--- config.mk ---
export PLATFORM = sky130hd
export DESIGN_NAME = sysctl_regblk
export DESIGN_NICKNAME = d
export VERILOG_FILES = /design/src/rtl/sysctl_pkg.sv /design/src/rtl/sysctl_addr_dec.sv /design/src/rtl/sysctl_cfg_chan.sv /design/src/rtl/sysctl_regblk.sv
export SDC_FILE = /design/constraint.sdc
export NUM_CORES = 1
export LEC_CHECK = 0
export ABC_CLOCK_PERIOD_IN_PS = 9100
export BUFFER_PORTS_ARGS = -buffer_cell sky130_fd_sc_hd__buf_4
export CORE_ASPECT_RATIO = 1.2
export CORE_UTILIZATION = 50
export DETAILED_ROUTE_END_ITERATION = 10
export GPL_TIMING_DRIVEN = 1
export PLACE_DENSITY = 0.71
export SYNTH_ARGS = -nofsm -noshare
export SYNTH_HDL_FRONTEND = slang
export SYNTH_SLANG_ARGS = --single-unit
export TNS_END_PERCENT = 5
--- constraint.sdc ---
create_clock -name clk_i -period 9.1 [get_ports clk_i]
set_input_delay 0.455 -clock clk_i [delete_from_list [all_inputs] [get_ports clk_i]]
set_output_delay 0.455 -clock clk_i [all_outputs]
set_load 0.05 [all_outputs]
--- src/rtl/sysctl_pkg.sv ---
package sysctl_pkg;

  localparam int unsigned WORD_W = 32;

  // word offsets inside the window
  localparam logic [11:0] OFS_CFG0  = 12'h000;
  localparam logic [11:0] OFS_CFG1  = 12'h004;
  localparam logic [11:0] OFS_DIP   = 12'h00C;
  localparam logic [11:0] OFS_CFG4  = 12'h010;
  localparam logic [11:0] OFS_RTN   = 12'h0A0;
  localparam logic [11:0] OFS_DOUT  = 12'h0A4;
  localparam logic [11:0] OFS_CTRL  = 12'h0A8;
  localparam logic [11:0] OFS_STAT  = 12'h0AC;
  localparam logic [11:0] OFS_LOCK  = 12'h100;
  localparam logic [11:0] OFS_AID   = 12'hFF8;
  localparam logic [11:0] OFS_ID    = 12'hFFC;

  // channel control word layout
  localparam int unsigned CTL_DEV_W     = 12;
  localparam int unsigned CTL_FUNC_LSB  = 20;
  localparam int unsigned CTL_FUNC_W    = 6;
  localparam int unsigned CTL_DIR_BIT   = 30;
  localparam int unsigned CTL_GO_BIT    = 31;
  localparam logic [WORD_W-1:0] CTL_KEEP_MASK = 32'h43F0_0FFF;
  localparam logic [WORD_W-1:0] CTL_RST_VAL   = 32'h0010_0000;

  // status word layout
  localparam int unsigned STAT_DONE_BIT = 0;
  localparam int unsigned STAT_ERR_BIT  = 1;

  // clock-lock word: only the top byte is stored
  localparam logic [23:0] LOCK_FIXED_BITS = 24'hFF_0001;
  localparam logic [7:0]  LOCK_MASK_RST   = 8'hFF;

  typedef enum logic [3:0] {
    SEL_CFG0, SEL_CFG1, SEL_DIP, SEL_CFG4, SEL_RTN, SEL_DOUT,
    SEL_CTRL, SEL_STAT, SEL_LOCK, SEL_AID, SEL_ID, SEL_NONE
  } reg_sel_e;

endpackage

--- src/rtl/sysctl_addr_dec.sv ---
module sysctl_addr_dec
  import sysctl_pkg::*;
#(
  parameter int unsigned ADDR_W = 12
) (
  input  logic [ADDR_W-1:0] addr_i,
  output reg_sel_e          sel_o
);

  logic [ADDR_W-1:0] word_addr;
  logic              unused_lsb;

  assign word_addr  = {addr_i[ADDR_W-1:2], 2'b00};
  assign unused_lsb = ^addr_i[1:0];

  always_comb begin
    unique case (word_addr)
      ADDR_W'(OFS_CFG0): sel_o = SEL_CFG0;
      ADDR_W'(OFS_CFG1): sel_o = SEL_CFG1;
      ADDR_W'(OFS_DIP):  sel_o = SEL_DIP;
      ADDR_W'(OFS_CFG4): sel_o = SEL_CFG4;
      ADDR_W'(OFS_RTN):  sel_o = SEL_RTN;
      ADDR_W'(OFS_DOUT): sel_o = SEL_DOUT;
      ADDR_W'(OFS_CTRL): sel_o = SEL_CTRL;
      ADDR_W'(OFS_STAT): sel_o = SEL_STAT;
      ADDR_W'(OFS_LOCK): sel_o = SEL_LOCK;
      ADDR_W'(OFS_AID):  sel_o = SEL_AID;
      ADDR_W'(OFS_ID):   sel_o = SEL_ID;
      default:           sel_o = SEL_NONE;
    endcase
  end

endmodule

--- src/rtl/sysctl_cfg_chan.sv ---
module sysctl_cfg_chan
  import sysctl_pkg::*;
#(
  parameter int unsigned NUM_OSC    = 3,
  parameter logic [NUM_OSC*WORD_W-1:0] OSC_RST =
    {32'd25_000_000, 32'd24_576_000, 32'd50_000_000},
  parameter int unsigned VALID_FUNC = 1
) (
  input  logic              clk_i,
  input  logic              rst_ni,
  input  logic              ctrl_we_i,
  input  logic              dout_we_i,
  input  logic [WORD_W-1:0] wdata_i,
  output logic [WORD_W-1:0] ctrl_o,
  output logic [WORD_W-1:0] stat_o,
  output logic [WORD_W-1:0] rtn_o,
  output logic [WORD_W-1:0] dout_o
);

  logic [WORD_W-1:0] ctrl_q, ctrl_d, stat_q, stat_d, rtn_q, rtn_d, dout_q, dout_d;
  logic [WORD_W-1:0] osc_q [NUM_OSC];
  logic [WORD_W-1:0] osc_sel;
  logic [NUM_OSC-1:0] osc_en;
  logic [CTL_DEV_W-1:0]  dev;
  logic [CTL_FUNC_W-1:0] func;
  logic go, dir_wr, req_ok;

  assign dev    = wdata_i[CTL_DEV_W-1:0];
  assign func   = wdata_i[CTL_FUNC_LSB +: CTL_FUNC_W];
  assign go     = ctrl_we_i && wdata_i[CTL_GO_BIT];
  assign dir_wr = wdata_i[CTL_DIR_BIT];
  assign req_ok = (func == CTL_FUNC_W'(VALID_FUNC)) && (32'(dev) < 32'(NUM_OSC));

  always_comb begin
    osc_sel = '0;
    for (int k = 0; k < NUM_OSC; k++) begin
      if (32'(dev) == 32'(k)) osc_sel = osc_q[k];
    end
  end

  // next state of the channel words
  always_comb begin
    ctrl_d = ctrl_q;
    stat_d = stat_q;
    rtn_d  = rtn_q;
    dout_d = dout_q;
    if (dout_we_i) dout_d = wdata_i;
    if (ctrl_we_i) begin
      ctrl_d = wdata_i & CTL_KEEP_MASK;
      stat_d = '0;
      if (go) begin
        stat_d[STAT_DONE_BIT] = 1'b1;
        if (!req_ok)     stat_d[STAT_ERR_BIT] = 1'b1;
        else if (!dir_wr) rtn_d = osc_sel;
      end
    end
  end

  always_ff @(posedge clk_i or negedge rst_ni) begin
    if (!rst_ni) begin
      ctrl_q <= CTL_RST_VAL;
      stat_q <= '0;
      rtn_q  <= '0;
      dout_q <= '0;
    end else begin
      ctrl_q <= ctrl_d;
      stat_q <= stat_d;
      rtn_q  <= rtn_d;
      dout_q <= dout_d;
    end
  end

  // one oscillator register per device
  for (genvar g = 0; g < NUM_OSC; g++) begin : g_osc
    assign osc_en[g] = go && req_ok && dir_wr && (32'(dev) == 32'(g));

    always_ff @(posedge clk_i or negedge rst_ni) begin
      if (!rst_ni)        osc_q[g] <= OSC_RST[g*WORD_W +: WORD_W];
      else if (osc_en[g]) osc_q[g] <= dout_q;
    end

    p_osc_hold_r7: assert property (@(posedge clk_i) disable iff (!rst_ni)
      !(ctrl_we_i && wdata_i[CTL_GO_BIT] && wdata_i[CTL_DIR_BIT]) |=> $stable(osc_q[g]));
  end

  assign ctrl_o = ctrl_q;
  assign stat_o = stat_q;
  assign rtn_o  = rtn_q;
  assign dout_o = dout_q;

  p_stat_clear_r4: assert property (@(posedge clk_i) disable iff (!rst_ni)
    (ctrl_we_i && !wdata_i[CTL_GO_BIT]) |=> (stat_o == '0));
  p_done_after_go_r5: assert property (@(posedge clk_i) disable iff (!rst_ni)
    (ctrl_we_i && wdata_i[CTL_GO_BIT]) |=> stat_o[STAT_DONE_BIT]);
  p_err_has_done_r6: assert property (@(posedge clk_i) disable iff (!rst_ni)
    stat_o[STAT_ERR_BIT] |-> stat_o[STAT_DONE_BIT]);
  p_rtn_hold_r8: assert property (@(posedge clk_i) disable iff (!rst_ni)
    !ctrl_we_i |=> $stable(rtn_o));

endmodule

--- src/rtl/sysctl_regblk.sv ---
module sysctl_regblk
  import sysctl_pkg::*;
#(
  parameter int unsigned ADDR_W  = 12,
  parameter int unsigned LED_W   = 8,
  parameter int unsigned NUM_OSC = 3,
  parameter logic [NUM_OSC*WORD_W-1:0] OSC_RST =
    {32'd25_000_000, 32'd24_576_000, 32'd50_000_000},
  parameter logic [WORD_W-1:0] CFG4_VAL = '0,
  parameter logic [WORD_W-1:0] AID_VAL  = '0,
  parameter logic [WORD_W-1:0] ID_VAL   = '0
) (
  input  logic              clk_i,
  input  logic              rst_ni,
  input  logic [ADDR_W-1:0] bus_addr_i,
  input  logic              bus_rd_i,
  input  logic              bus_wr_i,
  input  logic [WORD_W-1:0] bus_wdata_i,
  output logic [WORD_W-1:0] bus_rdata_o,
  output logic [LED_W-1:0]  led_o,
  output logic              bad_access_o
);

  // reset release synchroniser
  logic [1:0] rst_sync_q;
  logic       rst_n;

  always_ff @(posedge clk_i or negedge rst_ni) begin
    if (!rst_ni) rst_sync_q <= '0;
    else         rst_sync_q <= {rst_sync_q[0], 1'b1};
  end
  assign rst_n = rst_sync_q[1];

  reg_sel_e sel;

  sysctl_addr_dec #(.ADDR_W(ADDR_W)) u_dec (
    .addr_i (bus_addr_i),
    .sel_o  (sel)
  );

  logic [WORD_W-1:0] ch_ctrl, ch_stat, ch_rtn, ch_dout;

  sysctl_cfg_chan #(
    .NUM_OSC    (NUM_OSC),
    .OSC_RST    (OSC_RST),
    .VALID_FUNC (1)
  ) u_chan (
    .clk_i     (clk_i),
    .rst_ni    (rst_n),
    .ctrl_we_i (bus_wr_i && (sel == SEL_CTRL)),
    .dout_we_i (bus_wr_i && (sel == SEL_DOUT)),
    .wdata_i   (bus_wdata_i),
    .ctrl_o    (ch_ctrl),
    .stat_o    (ch_stat),
    .rtn_o     (ch_rtn),
    .dout_o    (ch_dout)
  );

  logic [WORD_W-1:0] cfg0_q, cfg0_d, cfg1_q, cfg1_d, rdata_q, rdata_d, rd_mux;
  logic [7:0]        lock_mask_q, lock_mask_d;
  logic              cfg0_en, cfg1_en, lock_en, bad_d, bad_q;

  assign cfg0_en = bus_wr_i && (sel == SEL_CFG0);
  assign cfg1_en = bus_wr_i && (sel == SEL_CFG1);
  assign lock_en = bus_wr_i && (sel == SEL_LOCK);

  always_comb begin
    unique case (sel)
      SEL_CFG0: rd_mux = cfg0_q;
      SEL_CFG1: rd_mux = cfg1_q;
      SEL_CFG4: rd_mux = CFG4_VAL;
      SEL_RTN:  rd_mux = ch_rtn;
      SEL_DOUT: rd_mux = ch_dout;
      SEL_CTRL: rd_mux = ch_ctrl;
      SEL_STAT: rd_mux = ch_stat;
      SEL_LOCK: rd_mux = {lock_mask_q, LOCK_FIXED_BITS};
      SEL_AID:  rd_mux = AID_VAL;
      SEL_ID:   rd_mux = ID_VAL;
      default:  rd_mux = '0;
    endcase
  end

  always_comb begin
    cfg0_d      = cfg0_en ? bus_wdata_i : cfg0_q;
    cfg1_d      = cfg1_en ? bus_wdata_i : cfg1_q;
    lock_mask_d = lock_en ? bus_wdata_i[WORD_W-1 -: 8] : lock_mask_q;
    rdata_d     = bus_rd_i ? rd_mux : rdata_q;
    bad_d       = (bus_rd_i || bus_wr_i) && (sel == SEL_NONE);
  end

  always_ff @(posedge clk_i or negedge rst_n) begin
    if (!rst_n) begin
      cfg0_q      <= '0;
      cfg1_q      <= '0;
      lock_mask_q <= LOCK_MASK_RST;
      rdata_q     <= '0;
      bad_q       <= 1'b0;
    end else begin
      cfg0_q      <= cfg0_d;
      cfg1_q      <= cfg1_d;
      lock_mask_q <= lock_mask_d;
      rdata_q     <= rdata_d;
      bad_q       <= bad_d;
    end
  end

  assign bus_rdata_o  = rdata_q;
  assign led_o        = cfg1_q[LED_W-1:0];
  assign bad_access_o = bad_q;

  p_lock_hold_r9: assert property (@(posedge clk_i) disable iff (!rst_n)
    !(bus_wr_i && (sel == SEL_LOCK)) |=> $stable(lock_mask_q));
  p_bad_cause_r10: assert property (@(posedge clk_i) disable iff (!rst_n)
    !(bus_rd_i || bus_wr_i) |=> !bad_access_o);
  p_rdata_hold_r11: assert property (@(posedge clk_i) disable iff (!rst_n)
    !bus_rd_i |=> $stable(bus_rdata_o));
  p_led_hold_r2: assert property (@(posedge clk_i) disable iff (!rst_n)
    !bus_wr_i |=> $stable(led_o));

endmodule

---- After elaboration in Yosys (flattened, before gate mapping) ----
Index checks and enable logic that the tools add are counted.
operators by class
  $lt $le $gt $ge ......................... 1
  div/mod/pow operators ................... 0
  shift-type cells ........................ 0
  reduce and logical (&&, ||, !) cells .... 18
  $mul .................................... 0
  bitwise gates (word level) .............. 1
  mux-type cells .......................... 7
  $add $sub $neg .......................... 0
  equal/unequal tests ..................... 20
operators by type and width
  operator                                                     number
  case mux 32 bit (7 select lines)                             1
  two-way mux 32 bit                                           3
  case mux 4 bit (11 select lines)                             1
  equality test 10 x 6 -> 1 bit, second input constant         4
  zero test 12 bit                                             2
  equality test 10 bit, second input constant                  2
  equality test 4 x 3 -> 1 bit, second input constant          4
  logical AND 1 bit                                            13
  equality test 12 x 1 -> 1 bit, second input constant         1
  equality test 12 x 2 -> 1 bit, second input constant         1
  less-than comparator 12 x 2 -> 1 bit, second input constant  1
  equality test 10 x 1 -> 1 bit, second input constant         1
  equality test 10 x 2 -> 1 bit, second input constant         1
  equality test 10 x 3 -> 1 bit, second input constant         1
  equality test 10 x 7 -> 1 bit, second input constant         1
  equality test 4 bit, second input constant                   2
  equality test 6 x 1 -> 1 bit, second input constant          1
  equality test 4 x 1 -> 1 bit, second input constant          1
  zero test 4 bit                                              1
  AND reduction 4 bit                                          1
  two-way mux 2 bit                                            1
  logical OR 1 bit                                             1
  two-way mux 1 bit                                            1
  inverter 1 bit                                               1
storage, ports and cells
  memories ................................ 0
  latch bits .............................. 0
  word-level logic and storage cells ...... 60
  bits in read-only memories .............. 0
  register bits ........................... 288
  memory bits (writable) .................. 0
  input port bits ......................... 48
  output and inout port bits .............. 41

---- Longest topological paths before layout ----
Gate-level depths: netlist of run 1.
  depth in word-level cells ............... 8
  gate-level depth with buffers ........... 7
  depth with buffers taken out ............ 4

---- Modules after synthesis ----
Synthesis of run 1 repeated with hierarchy kept, for this count alone.
unflattened totals
  cells, all modules ...................... 1038
  area, all modules ....................... 13494.2 µm²
by module, submodules not included
  module           times used  area an instance (µm²)  cells each  seq. area each (µm²)
  sysctl_cfg_chan  1           8137.8                  591         4569.4
  sysctl_regblk    1           5206.2                  424         2687.6
  sysctl_addr_dec  1           150.1                   23          0.0

---- Worst setup path before layout of run 1 ----
No wires, ideal clock.
  kind .................................... in2reg
  start point ............................. input port bus_addr_i[11]
  end point ............................... register u_chan.osc_q[15] (netlist bit)
  buffers on the path ..................... 3
  setup slack ............................. 6.461 ns
  stages on the path ...................... 7
  library setup time ...................... 0.125 ns
  arrival time ............................ 2.514 ns
  data required time ...................... 8.975 ns
  path through ............................ or3_1 buf_6 or4_4 buf_6 nor4_4 buf_6 mux2_4
between the ends
  word-level cells in the longest chain between the ends .. 8
  elaborated cells between the ends (all ways) .. 18
  classes of those cells .................. 11 x eq/ne; 1 x mux; 6 x reduce/logical
RTL lines
  element                                       RTL line               source
  from (decl)                                   sysctl_regblk.sv:15    input logic [ADDR_W-1:0] bus_addr_i,
  equality test 10 bit (tied with other cells)  sysctl_addr_dec.sv:17  unique case (word_addr)
  case mux 4 bit (11 select lines) (*)          sysctl_addr_dec.sv:17
  equality test 4 x 3 -> 1 bit (*)              sysctl_regblk.sv:50    .ctrl_we_i (bus_wr_i && (sel == SEL_CTRL)),
  logical AND 1 bit (*)                         sysctl_regblk.sv:50
  logical AND 1 bit (*)                         sysctl_cfg_chan.sv:30  assign go = ctrl_we_i && wdata_i[CTL_GO_BIT];
  logical AND 1 bit (*) (3 in series)           sysctl_cfg_chan.sv:75  assign osc_en[g] = go && req_ok && dir_wr && (32'(dev) == 32'(g));
  to (signal, indexed assignment)               sysctl_cfg_chan.sv:78  if (!rst_ni) osc_q[g] <= OSC_RST[g*WORD_W +: WORD_W];
  to (signal, indexed assignment)               sysctl_cfg_chan.sv:79  else if (osc_en[g]) osc_q[g] <= dout_q;
  to (decl)                                     sysctl_cfg_chan.sv:21  logic [WORD_W-1:0] osc_q [NUM_OSC];
Mark *: on every way between the ends. The rest lies on a longest branch, timed or not.
A chain may end at the register's enable or synchronous reset.

---- Worst setup path after layout of run 1 ----
  start point ............................. input port bus_addr_i[11]
  end point ............................... register u_chan.osc_q[88] (netlist bit)
Same word-level chain as after synthesis.

==> results of run 1 <==
-- cells by family (layout without fill, tap and decap cells) --
kind of cell,Yosys count,after routing,share of synthesized area [%]
muxes,314,314,28.0
DFF,288,288,55.5
and+or+nand+nor,146,146,6.10
AOI/OAI and AO/OA,126,126,7.37
buffers and inverters,74,162,3.07
other,1,1,0.0287
-- timing repair --
item	CTS	global route
buffers inserted	0	0
resized for setup	0	0
hold endpoints to repair	2	0
hold buffers	1	0
-- routing by layer --
| layer | vias to the layer above | global-route usage, % | share of wire (%) |
|---|---|---|---|
| li1 | 3644 | - | - |
| met1 | 4321 | 31.2 | 44 |
| met2 | 176 | 40.5 | 51 |
| met3 | 42 | 2.39 | 3.5 |
| met4 | 0 | 6.14 | 1.7 |
| met5 | - | 0 | 0 |
-- path summary, 6_finish.rpt --
path	from	end	slack, ns	cells past startpoint
worst max-delay path	bus_addr_i[11]	u_chan.osc_q[88]	5.73	6
worst min-delay path	bus_wdata_i[27]	lock_mask_q[3]	0.17	2
worst max register to register	rst_sync_q[1]	u_chan.ctrl_o[30]	7.23	1
worst min register to register	rst_sync_q[0]	rst_sync_q[1]	0.35	0
max in group asynchronous	rst_sync_q[1]	u_chan.ctrl_o[30]	7.23	1
min in group asynchronous	rst_ni	rst_sync_q[1]	0.25	2
-- cells in the final DEF (no fill, tap or decap), drive strengths merged, types with 5 or more instances in the layout --
master / n
a21oi: 15
a221oi: 7
a222oi: 16
a22oi: 16
a2bb2oi: 32
a31oi: 18
and3: 8
buf: 105
clkbuf: 40
clkinv: 5
dfrtp: 248
dfstp: 40
mux2: 271
mux2i: 41
nand2: 21
nor2: 67
nor3: 5
nor4: 19
o21ai: 9
o2bb2ai: 7
-- power groups by stage --
stage	sequential [mW]	combinational (mW)	clock, mW
3_5_place_dp	1.34	0.160	0
2_1_floorplan	1.38	0.0541	0
4_1_cts	1.32	0.161	1.28
5_1_grt	1.32	0.170	1.33
6_report	1.32	0.158	1.26
3_3_place_gp	1.34	0.158	0
-- synth_stat cells, types with 2 or more instances --
cell type | number | area, um2
dfrtp_1 | 248 | 6210
mux2_2 | 224 | 2520
nor2_1 | 67 | 251
mux2i_1 | 41 | 410
dfstp_2 | 40 | 1050
mux2_4 | 40 | 601
a2bb2oi_1 | 32 | 280
clkbuf_1 | 32 | 120
nand2_1 | 21 | 78.8
a31oi_1 | 18 | 113
buf_1 | 18 | 67.6
a222oi_1 | 16 | 160
a22oi_1 | 16 | 120
a21oi_1 | 15 | 75.1
buf_4 | 11 | 82.6
buf_6 | 11 | 124
nor4_1 | 11 | 68.8
o21ai_0 | 9 | 45.0
and3_1 | 8 | 50.1
a221oi_1 | 7 | 61.3
mux2_1 | 7 | 78.8
o2bb2ai_1 | 7 | 61.3
nand2b_1 | 4 | 25.0
nand3_1 | 4 | 20.0
nor3_1 | 4 | 20.0
nor4_2 | 4 | 50.1
nor4_4 | 4 | 85.1
nor2b_1 | 3 | 18.8
or3_1 | 3 | 18.8
inv_1 | 2 | 7.51
mux4_2 | 2 | 45.0
nand4b_1 | 2 | 17.5
or2_2 | 2 | 12.5
or4_1 | 2 | 15.0
-- registers in the layout, summed over array words and instances, names as in the netlist --
register / count
u_chan.stat_o: 2
u_chan.dout_o: 32
lock_mask_q: 8
bad_access_o: 1
u_chan.rtn_o: 32
cfg0_q: 32
cfg1_q: 32
u_chan.ctrl_o: 19
bus_rdata_o: 32
rst_sync_q: 2
u_chan.osc_q: 96
-- per-stage QoR --
stage	setup slack (ns)	total power, mW	hold slack, ns	util, %	area [um2]
detailed placement	5.19	1.50	0.241	54.3	13900
floorplan	0.549	1.43	0.159	-	13100
finish	5.73	2.73	0.166	58.4	15000
global placement	5.24	1.50	0.239	54.3	13900
CTS	5.72	2.76	0.148	58.4	15000
global route	5.60	2.82	0.157	58.4	15000
-- cell type report --
| cell class | instances | area [um2] |
|---|---|---|
| clock inverters | 14 | 166 |
| fillers | 2072 | 10700 |
| multi-input cells | 587 | 5440 |
| inverters | 2 | 7.51 |
| repair buffers | 106 | 811 |
| clock buffers | 40 | 867 |
| well taps | 330 | 413 |
| flip-flops and latches | 288 | 7260 |
==> summary.md, run 1 <==
| Metric | Value |
|---|---|
| Core region area | `0.0256 mm2` |
| Number of max-cap violations | `0` |
| Overall routing resource usage | `a little under a quarter` |
| Peak clock frequency supported by timing | `0.297 GHz` |
| Combinational share of power | `5.8%` |
| Top fanout value on the critical path | `27` |
| Worst Clk Skew | `roughly 0.03 ns` |
| Crit path required time | `about 9.5 ns` |
| Number of placed instances, taps included | `between 1000 and 1500` |
| Via count of the first global-routing pass | `8747` |
| Instance count of the mapped netlist | `roughly 950` |
| Run status | `finished clean` |
| Area growth syn-to-layout | `14.4%` |
| Width of the die | `approximately 150 um` |
| Dominant cell type by count on the critical path | `buf_4` |
| Power share of the sequential group | `around half` |
| Setup repair after global routing missed its margin | `false` |
| Die height | `approximately 180 um` |
| Count of clock tree sinks | `between 200 and 300` |
| Clock tree buffer depth | `3` |
| Arrival @ worst endpoint | `3.78 ns` |
| Critical path, cell by cell | `buf_4 > or3_1 > or4_4 > nor4_4 > buf_4 > mux2_2` |
| Number of standard cells in the final layout excluding fillers | `about 1400` |
| Wirelength, routed | `between 30000 and 40000 um` |
| DP HPWL | `around 18000 um` |
| Number of failing setup endpoints in the final timing report | `0` |
| Crit path buffers/inverters | `2` |
| Yosys synthesis warning count | `0` |
| Critical-path cell with the highest stage delay | `nor4_4` |
| Average instance area after synthesis | `~14 um2` |
| Tightest Hold Check Type | `in2reg` |
| Vias after detailed routing | `a little over 8000` |
| GRT overflow | `0` |
| Power dissipated by switching net loads | `~630 uW` |
| Clock latency of the later-clocked register in the worst-skew pair | `approximately 0.55 ns` |
| Total of flip-flops plus latches after synthesis | `around 290` |
| Via-to-Cell Ratio | `about 6.0` |
| Worst slew margin relative to its limit | `between 20% and 30%` |
| Switch share | `around 23%` |
| Routed wire per std cell | `between 20 and 25 um` |
| Initial Utilization | `about half` |
| # H-tree levels | `1` |
| Number of enable flip-flop cells after synthesis | `0` |
| First-pass iteration count of the detailed router | `6` |
| Launching element type of the critical path | `primary input` |
| Critical path's top delay family | `simple AND/OR/NAND/NOR gates` |
| Final period util | `a little under two fifths` |
| Clock root buffer | `clkbuf_16` |
| Share of synthesized flip-flops with an asynchronous set or reset | `100%` |
| Internal portion of total power | `2.10 mW` |
| Power per cell area | `between 150 and 200 mW/mm2` |
| TritonCTS Buffers | `29` |
| Largest net degree at the start of global routing | `roughly 150` |
| Clock power share | `a little under half` |
| Starting DRC count in detailed routing | `roughly 560` |
| Total of buffers placed on input and output ports | `86` |
| CTS clock-pin slew for the worst setup and hold paths | `~0.060 ns` |
| Final period demand of the worst path | `between 3 and 4 ns` |
| Number of top-level design ports | `roughly 90` |
| Crit path largest cell delay | `approximately 0.87 ns` |
| Fraction of layout cells with a size suffix above 1 | `between 40% and 50%` |
| Global placement routability congestion | `approximately 0.77` |
| Die area | `around 0.027 mm2` |
| Synthesized Nets | `roughly 1000` |
| Initial antenna violation count | `0` |
| Clock tree from TritonCTS | `yes` |
| Measured slew at the worst slew-check pin | `1.06 ns` |
| Number of antenna repair diodes | `0` |
| FP Rows | `between 60 and 70` |
| First-pass GRT wire length | `~48000 um` |
| Number of antenna-violating nets in the routed design | `0` |
| Sequential area share after synthesis | `between 50% and 60%` |
| Layout net count | `~1100` |
| Summed negative setup slack over all endpoints | `0 ns` |
| Mapped Area | `~0.013 mm2` |
| Final-report hold violation count | `0` |
| Leakage component of the power | `approximately 7 nW` |
| Detailed-route DRC error count | `0` |
| Most used flip-flop cell after synthesis | `dfrtp_1` |
| Critical setup path kind | `in2reg` |
| Count of unique library cells instantiated by Yosys | `48` |
| Worst VDD drop | `~0.00018 V` |
| Critical Path Sink Type | `flop` |
| Final Max Tran Viols | `0` |
Power figures use the tool's default switching activity.
==> inputs of run 2 (changes only) <==
--- a/config.mk
+++ b/config.mk
@@ -5,13 +5,14 @@
 export SDC_FILE = /design/constraint.sdc
 export NUM_CORES = 1
 export LEC_CHECK = 0
-export ABC_CLOCK_PERIOD_IN_PS = 9100
+export ABC_AREA = 1
+export ABC_CLOCK_PERIOD_IN_PS = 2800
 export BUFFER_PORTS_ARGS = -buffer_cell sky130_fd_sc_hd__buf_4
 export CORE_ASPECT_RATIO = 1.2
 export CORE_UTILIZATION = 50
 export DETAILED_ROUTE_END_ITERATION = 10
 export GPL_TIMING_DRIVEN = 1
-export PLACE_DENSITY = 0.71
+export PLACE_DENSITY = 0.7
 export SYNTH_ARGS = -nofsm -noshare
 export SYNTH_HDL_FRONTEND = slang
 export SYNTH_SLANG_ARGS = --single-unit
==> constraint.sdc (replaced) <==
create_clock -name clk_i -period 2.8 [get_ports clk_i]
set_input_delay 0.14 -clock clk_i [delete_from_list [all_inputs] [get_ports clk_i]]
set_output_delay 0.14 -clock clk_i [all_outputs]
set_load 0.05 [all_outputs]
==> run 2 against run 1 <==
Against the previous run: the flow now finishes with violations (design-rule violations); final cell count increased by 56%; clock power increased to 3.2 times the previous value; worst setup slack got worse by 5.1 ns; first-iteration DRC count increased by 110%; critical path depth increased by 6; global-route usage increased by 5.8 points; die area increased by 3.1%; sequential share of layout area decreased by 2.7 points.
==> summary.md, run 2 <==
| Metric | Value |
|---|---|
| Die height | `182 um (+1.5%)` |
| Final-report hold violation count | `0 (unchanged)` |
| Number of standard cells in the final layout excluding fillers | `2126 (+56%)` |
| Clock tree buffer depth | `3 (unchanged)` |
| Clock latency of the later-clocked register in the worst-skew pair | `0.57 ns (+0.02 ns)` |
| Worst hold margin | `0.00854 ns (-0.157 ns)` |
| Via-to-Cell Ratio | `5.68 (-5.1%)` |
| Clock power share | `46.9% (+0.9 points)` |
| Number of enable flip-flop cells after synthesis | `0 (unchanged)` |
| First-pass iteration count of the detailed router | `8 (+2)` |
| Setup repair after global routing missed its margin | `false` |
| Number of placed instances, taps included | `2034 (+55%)` |
| Combinational share of power | `4.6% (-1.2 points)` |
| Clock tree from TritonCTS | `yes` |
| Vias after detailed routing | `12100 (+48%)` |
| Worst Clk Skew | `0.0157 ns (-0.0135 ns)` |
| Final Max Tran Viols | `0 (unchanged)` |
| Via count of the first global-routing pass | `11600 (+33%)` |
| Share of the synthesized area in the top cell type | `46.0% (-1.4 points)` |
| Most used flip-flop cell after synthesis | `dfrtp_1` |
| Placed instance area | `0.0145 mm2 (+4.1%)` |
| GRT overflow | `0 (unchanged)` |
| Peak clock frequency supported by timing | `between 0.4 and 0.5 GHz` |
| Post-CTS setup buffers | `0 (unchanged)` |
| DP HPWL | `25000 um (+39%)` |
| XOR/XNOR share of the synthesized area | `0% (unchanged)` |
| Switch share | `22.6% (-0.42 points)` |
| Layout net count | `1814 (+71%)` |
| Wirelength, routed | `39300 um (+30%)` |
| Synthesized-area fraction occupied by ao, oa, aoi and oai cells | `6.22% (-1.1 points)` |
| # H-tree levels | `1 (unchanged)` |
| Combinational family with the most area after synthesis | `simple AND/OR/NAND/NOR gates` |
| Count of unique library cells instantiated by Yosys | `27 (-44%)` |
| Number of max-cap violations | `0 (unchanged)` |
| Most numerous cell in the Yosys netlist | `nand2_1` |
| First-pass GRT wire length | `63200 um (+31%)` |
| Power share of the sequential group | `48.5% (+0.3 points)` |
| Measured slew at the worst slew-check pin | `0.829 ns (-0.236 ns)` |
| TritonCTS Buffers | `31 (+6.9%)` |
| Largest register by flop count | `u_chan.osc_q` |
| Sequential area share after synthesis | `53.8% (-1.7 points)` |
| Count of clock tree sinks | `288 (unchanged)` |
| Number of failing setup endpoints in the final timing report | `0 (unchanged)` |
| Average instance area after synthesis | `8.02 um2 (-42%)` |
| Internal portion of total power | `6.76 mW (+220%)` |
| Instance count of the mapped netlist | `1682 (+77%)` |
| Number of antenna-violating nets in the routed design | `0 (unchanged)` |
| Adder and majority cell fraction of the synthesized area | `0% (unchanged)` |
| Total of flip-flops plus latches after synthesis | `288 (unchanged)` |
| Number of flip-flops in the largest register | `96 (unchanged)` |
| Power dissipated by switching net loads | `1.97 mW (+210%)` |
| Share of synthesized flip-flops with an asynchronous set or reset | `100% (unchanged)` |
| FP Rows | `65 (+1.6%)` |
| Width of the die | `152 um (+1.5%)` |
| Run status | `finished, violations left` |
| Initial antenna violation count | `0 (unchanged)` |
| Die area | `0.0276 mm2 (+3.1%)` |
| Number of antenna repair diodes | `0 (unchanged)` |
| Overall routing resource usage | `29.2% (+5.8 points)` |
| Worst slew margin relative to its limit | `44.8% (+16 points)` |
| Starting DRC count in detailed routing | `1183 (+110%)` |
| Top fanout value on the critical path | `17 (-37%)` |
| Worst VDD drop | `0.000426 V (+140%)` |
| Detailed-route DRC error count | `16 (+16)` |
| Total of buffers placed on input and output ports | `86 (unchanged)` |
| Simple-gate area share of the yosys netlist | `33.5% (+27 points)` |
| Power per cell area | `551 mW/mm2 (+200%)` |
| Multiplexer share of the synthesized area | `0% (-28 points)` |
| Highest-count cells in the layout ignoring fill and taps | `nand2_1, dfrtp_1, nand4_1, o21ai_0, buf_4` |
| Post-route cell area | `0.0159 mm2 (+5.9%)` |
| Core region area | `0.0264 mm2 (+3.1%)` |
| Synthesized Nets | `1730 (+74%)` |
| Area growth syn-to-layout | `17.6%` |
| Arrival @ worst endpoint | `2.72 ns (-1.06 ns)` |
| Final design utilization | `60.0% (+1.6 points)` |
| Commonest non-fill, non-tap cell in the layout | `nand2_1` |
| Largest net degree at the start of global routing | `88 (-40%)` |
| Fraction of layout cells with a size suffix above 1 | `14.3% (-32 points)` |
| Final period demand of the worst path | `between 2 and 2.5 ns` |
| Violated checks | `design-rule violations` |
| Synth area leader | `dfrtp_1` |
| CTS clock-pin slew for the worst setup and hold paths | `0.06 ns (about the same)` |
| Initial Utilization | `51.0% (about the same)` |
| Crit path required time | `3.31 ns (-6.20 ns)` |
| Critical Path Sink Type | `flop` |
| Post-cts gate resize count | `0 (unchanged)` |
| Tightest Hold Check Type | `in2reg` |
| Routed wire per std cell | `18.5 um (-16%)` |
| Total power | `8.73 mW (+220%)` |
| Yosys synthesis warning count | `0 (unchanged)` |
| Synth area leaders | `dfrtp_1, nand2_1, dfstp_2` |
| Summed negative setup slack over all endpoints | `0 ns (unchanged)` |
| Critical setup path kind | `in2reg` |
| Clock root buffer | `clkbuf_16` |
| Global placement routability congestion | `0.898 (+17%)` |
| Number of top-level design ports | `89 (unchanged)` |
| Mapped Area | `0.0135 mm2 (+3.1%)` |
| Final period util | `79.1%` |
| Most used standard cells in the synthesized netlist | `nand2_1, dfrtp_1, nand4_1, o21ai_0, nand3_1` |
| Launching element type of the critical path | `primary input` |
| Placement Setup Slack | `0.590 ns (-4.60 ns)` |
| Min setup slack post-route | `0.584 ns (-5.15 ns)` |
| Leakage component of the power | `8.01 nW (+13%)` |
[run 2: changes by cell type after synthesis, sizes merged, moves of 16 or more]
cell | before | now
nand2 | 21 | 673
mux2 | 271 | 0
o21ai | 9 | 166
nand4 | 1 | 157
nand3 | 4 | 118
inv | 2 | 84
mux2i | 41 | 0
a2bb2oi | 32 | 0
clkbuf | 32 | 59
nor4 | 19 | 0
a31oi | 18 | 0
buf | 40 | 58
a222oi | 16 | 0
a22oi | 16 | 0
[run 2: worst paths after layout]
path,startpoint,endpoint,depth (start not counted),slack [ns]
max,bus_wdata_i[5],u_chan.rtn_o[3],12,0.58
min,bus_wdata_i[25],lock_mask_q[1],3,0.009
max reg2reg,rst_sync_q[1],u_chan.osc_q[87],1,1.52
min reg2reg,rst_sync_q[0],rst_sync_q[1],0,0.35
max in group asynchronous,rst_sync_q[1],u_chan.osc_q[87],1,1.52
min in group asynchronous,rst_sync_q[1],u_chan.dout_o[13],0,0.43
[run 2: power groups by stage]
stage / sequential, mW / combinational [mW] / clock [mW]
after global placement: 4.31 / 0.359 / 0
final: 4.24 / 0.403 / 4.09
after detailed placement: 4.31 / 0.363 / 0
after global routing: 4.24 / 0.444 / 4.30
after CTS: 4.24 / 0.402 / 4.13
after floorplan: 4.35 / 0.144 / 0
[run 2: layout make-up]
class | instances | area [um2]
clock buffers | 50 | 927
clock inverters | 8 | 93.8
fillers | 2332 | 10600
inverters | 84 | 315
multi-input cells | 1193 | 5380
flip-flops and latches | 288 | 7260
well taps | 335 | 419
repair buffers | 168 | 1460
[run 2: worst max-delay path: stages]
cell	delay, ns
dlygate4sd3_1	0.54
buf_4	0.14
nor2_1	0.16
nand2_1	0.23
nor2_1	0.27
nand2_1	0.10
nor2_1	0.29
nand3_2	0.13
inv_2	0.30
buf_4	0.28
nand2_1	0.08
nand2_1	0.06
[run 2: cell families (layout without fill, tap and decap cells)]
logic type,after synthesis,in the layout
AND/OR/NAND/NOR,1025,1025
AO/OA/AOI/OAI,167,167
other,1,1
flip-flops,288,288
buffers and inverters,201,310
[run 2: per-layer routing]
layer  GRT usage (%)  part of all wire [%]
met1            39.4                    42
met2            48.3                    48
met5               0                     0
met3            3.29                   6.4
met4            11.7                   3.5
[run 2: what timing repair did]
action | CTS | global route
setup endpoints to repair | 0 | 0
hold buffers | 34 | 0
endpoints found under the hold margin | 114 | 0
==> inputs of run 3 (changes only) <==
--- a/config.mk
+++ b/config.mk
@@ -5,14 +5,14 @@
 export SDC_FILE = /design/constraint.sdc
 export NUM_CORES = 1
 export LEC_CHECK = 0
-export ABC_AREA = 1
-export ABC_CLOCK_PERIOD_IN_PS = 2800
+export ABC_AREA = 0
+export ABC_CLOCK_PERIOD_IN_PS = 2200
 export BUFFER_PORTS_ARGS = -buffer_cell sky130_fd_sc_hd__buf_4
 export CORE_ASPECT_RATIO = 1.2
 export CORE_UTILIZATION = 50
 export DETAILED_ROUTE_END_ITERATION = 10
 export GPL_TIMING_DRIVEN = 1
-export PLACE_DENSITY = 0.7
+export PLACE_DENSITY = 0.68
 export SYNTH_ARGS = -nofsm -noshare
 export SYNTH_HDL_FRONTEND = slang
 export SYNTH_SLANG_ARGS = --single-unit
==> constraint.sdc (replaced) <==
create_clock -name clk_i -period 2.2 [get_ports clk_i]
set_input_delay 0.11 -clock clk_i [delete_from_list [all_inputs] [get_ports clk_i]]
set_output_delay 0.11 -clock clk_i [all_outputs]
set_load 0.05 [all_outputs]
==> run 3 against run 2 <==
Against the previous run: the flow now finishes without violations; non-clock buffer count is 16 higher; final cell count down 32%; global-route usage shrank 5.1 points; critical path type unchanged; power grew 25%; critical path depth is 3 lower; first-iteration DRC count down 56%; sequential power grew 28%.
==> summary.md, run 3 (same netlist as run 1, synthesis figures left out) <==
| Metric | Value |
|---|---|
| Commonest non-fill, non-tap cell in the layout | `dfrtp_1` |
| Leakage component of the power | `7.44 nW (-7.2%)` |
| Width of the die | `150 um (-1.5%)` |
| # H-tree levels | `1 (unchanged)` |
| TritonCTS Buffers | `29 (-6.5%)` |
| CTS clock-pin slew for the worst setup and hold paths | `0.06 ns (about the same)` |
| Post-route cell area | `0.0156 mm2 (-1.4%)` |
| Run status | `finished clean` |
| Critical-path cell with the highest stage delay | `dlygate4sd3_1` |
| Power per cell area | `701 mW/mm2 (+27%)` |
| Worst Clk Skew | `0.00629 ns (-0.00939 ns)` |
| Final Max Tran Viols | `0 (unchanged)` |
| Filler cell count | `2034 (-13%)` |
| Final period util | `between 90% and 100%` |
| Clock latency of the later-clocked register in the worst-skew pair | `0.54 ns (-0.03 ns)` |
| Number of top-level design ports | `89 (unchanged)` |
| Fraction of layout cells with a size suffix above 1 | `46.7% (+32 points)` |
| Count of clock tree sinks | `288 (unchanged)` |
| Total of buffers placed on input and output ports | `86 (unchanged)` |
| Tightest Hold Check Type | `in2reg` |
| Worst hold margin | `0.0209 ns (+0.0124 ns)` |
| Top fanout value on the critical path | `9 (-8)` |
| Hold path cells | `2 (-1)` |
| Highest-count cells in the layout ignoring fill and taps | `dfrtp_1, mux2_2, buf_4` |
| Starting DRC count in detailed routing | `523 (-56%)` |
| DP HPWL | `20300 um (-19%)` |
| FP Rows | `64 (-1.5%)` |
| Wirelength, routed | `31000 um (-21%)` |
| Initial Utilization | `51.0% (about the same)` |
| Arrival @ worst endpoint | `2.52 ns (-0.20 ns)` |
| Largest register by flop count | `u_chan.osc_q` |
| Global placement routability congestion | `0.808 (-9.9%)` |
| Launch instance of the worst register-to-register path | `u_chan.dout_o[1]` |
| Clock root buffer | `clkbuf_16` |
| Die area | `0.0268 mm2 (-3.0%)` |
| First-pass iteration count of the detailed router | `7 (-1)` |
| Routed wire per std cell | `21.5 um (+16%)` |
| GRT overflow | `0 (unchanged)` |
| Crit path required time | `2.62 ns (-0.69 ns)` |
| Number of failing setup endpoints in the final timing report | `0 (unchanged)` |
| Start point of the worst hold path | `bus_wdata_i[0]` |
| Endpoint of the worst hold-timing path | `cfg1_q[0]` |
| Worst VDD drop | `0.000498 V (+17%)` |
| Number of max-cap violations | `0 (unchanged)` |
| Critical register-to-register path endpoint | `bus_rdata_o[1]` |
| Critical setup path kind | `in2reg` |
| Placed instance area | `0.0144 mm2 (-0.81%)` |
| Number of antenna repair diodes | `0 (unchanged)` |
| Dominant cell type by count on the critical path | `buf_4` |
| First-pass GRT wire length | `49700 um (-21%)` |
| Layout net count | `1140 (-37%)` |
| Overall routing resource usage | `24.0% (-5.1 points)` |
| Critical path, cell by cell | `dlygate4sd3_1 > buf_4 > nor4_1 > buf_4 > nand3_2 > buf_12 > nor4_4 > buf_4 > mux2_2` |
| Number of flip-flops in the largest register | `96 (unchanged)` |
| Final-report hold violation count | `0 (unchanged)` |
| Final period demand of the worst path | `~2.1 ns` |
| Via count of the first global-routing pass | `8891 (-24%)` |
| Peak clock frequency supported by timing | `approximately 0.48 GHz` |
| Worst slew margin relative to its limit | `52.3% (+7.6 points)` |
| Crit path largest cell delay | `0.54 ns (about the same)` |
| Launching element type of the critical path | `primary input` |
| Area growth syn-to-layout | `19.5%` |
| Measured slew at the worst slew-check pin | `0.715 ns (-0.114 ns)` |
| Number of antenna-violating nets in the routed design | `0 (unchanged)` |
| Critical Path Sink Type | `flop` |
| Die height | `179 um (-1.5%)` |
| Cells on worst reg2reg path | `3 (+2)` |
| Via-to-Cell Ratio | `5.83 (+2.6%)` |
| Core region area | `0.0256 mm2 (-3.1%)` |
| Largest net degree at the start of global routing | `69 (-22%)` |
| Detailed-route DRC error count | `0 (-16)` |
| Clock tree from TritonCTS | `yes` |
| Setup repair after global routing missed its margin | `false` |
| Clock tree buffer depth | `3 (unchanged)` |
| Initial antenna violation count | `0 (unchanged)` |
| Reg2Reg Setup Slack | `0.63 ns (-0.89 ns)` |
| Vias after detailed routing | `8405 (-30%)` |
-- run 3: cell count changes in the layout (fill, tap and decap cells not counted), moves of 17 or more --
cell,change
a2bb2oi_1,+32
a31oi_1,+18
inv_1,-77
mux2_2,+224
mux2_4,+40
mux2i_1,+41
nand2_1,-646
nand3_1,-114
nand4_1,-154
nor2_1,+17
o21ai_0,-146
-- run 3: what timing repair did --
action,4_1_cts,5_1_grt
hold buffers,33,0
resized for setup,0,1
hold endpoints to repair,120,0
endpoints found under the setup margin,0,78
buffers inserted,0,0
-- run 3: per-layer routing --
layer	share of wire (%)	vias up	GRT usage, %
li1	-	3800	-
met2	50	178	41.3
met4	2.5	0	7.28
met3	3.5	54	2.47
met5	0	-	0
met1	44	4373	32.1
-- run 3: how the worst max path moves through the flow --
stage | start | to | slack (ns)
floorplan | rst_sync_q[1] | bad_access_o | -0.65
global placement | bus_wdata_i[8] | u_chan.rtn_o[26] | -0.14
detailed placement | bus_wdata_i[8] | u_chan.rtn_o[2] | -0.17
CTS | bus_wdata_i[23] | u_chan.osc_q[25] | 0.04
global route | bus_wdata_i[4] | u_chan.rtn_o[27] | 0.001
finish | bus_wdata_i[5] | u_chan.rtn_o[27] | 0.10
-- run 3: layout make-up --
type                    count  area, um2  share of cell area, %
multi-input cells         587       5450                   34.8
flip-flops and latches    288       7260                   46.4
clock inverters             9       72.6                  0.464
well taps                 330        413                   2.64
inverters                   2       7.51                 0.0480
repair buffers            184       1590                   10.2
clock buffers              42        845                   5.40
-- run 3: per-stage QoR --
stage          power (mW)  setup TNS [ns]  setup WS [ns]  std cells  utilization, %
4_1_cts              11.1               0         0.0362       1442            61.0
2_1_floorplan        5.93         -167.23         -0.650        949               -
3_5_place_dp         6.24          -15.67         -0.174       1358            56.1
5_1_grt              11.3               0        0.00140       1442            61.0
3_3_place_gp         6.23          -11.67         -0.141       1358            56.1
6_report             11.0               0          0.101       1442            61.0
-- run 3: report_power, final --
part           internal [mW]  switching (mW)
registers               5.37          0.0602
logic                  0.278           0.470
clock network           2.76            2.01
-- run 3: critical path, delay by kind of cell --
family | cells | cell delay [ns]
AND/OR/NAND/NOR | 3 | 0.76
buffers and inverters | 5 | 1.30
multiplexers | 1 | 0.35
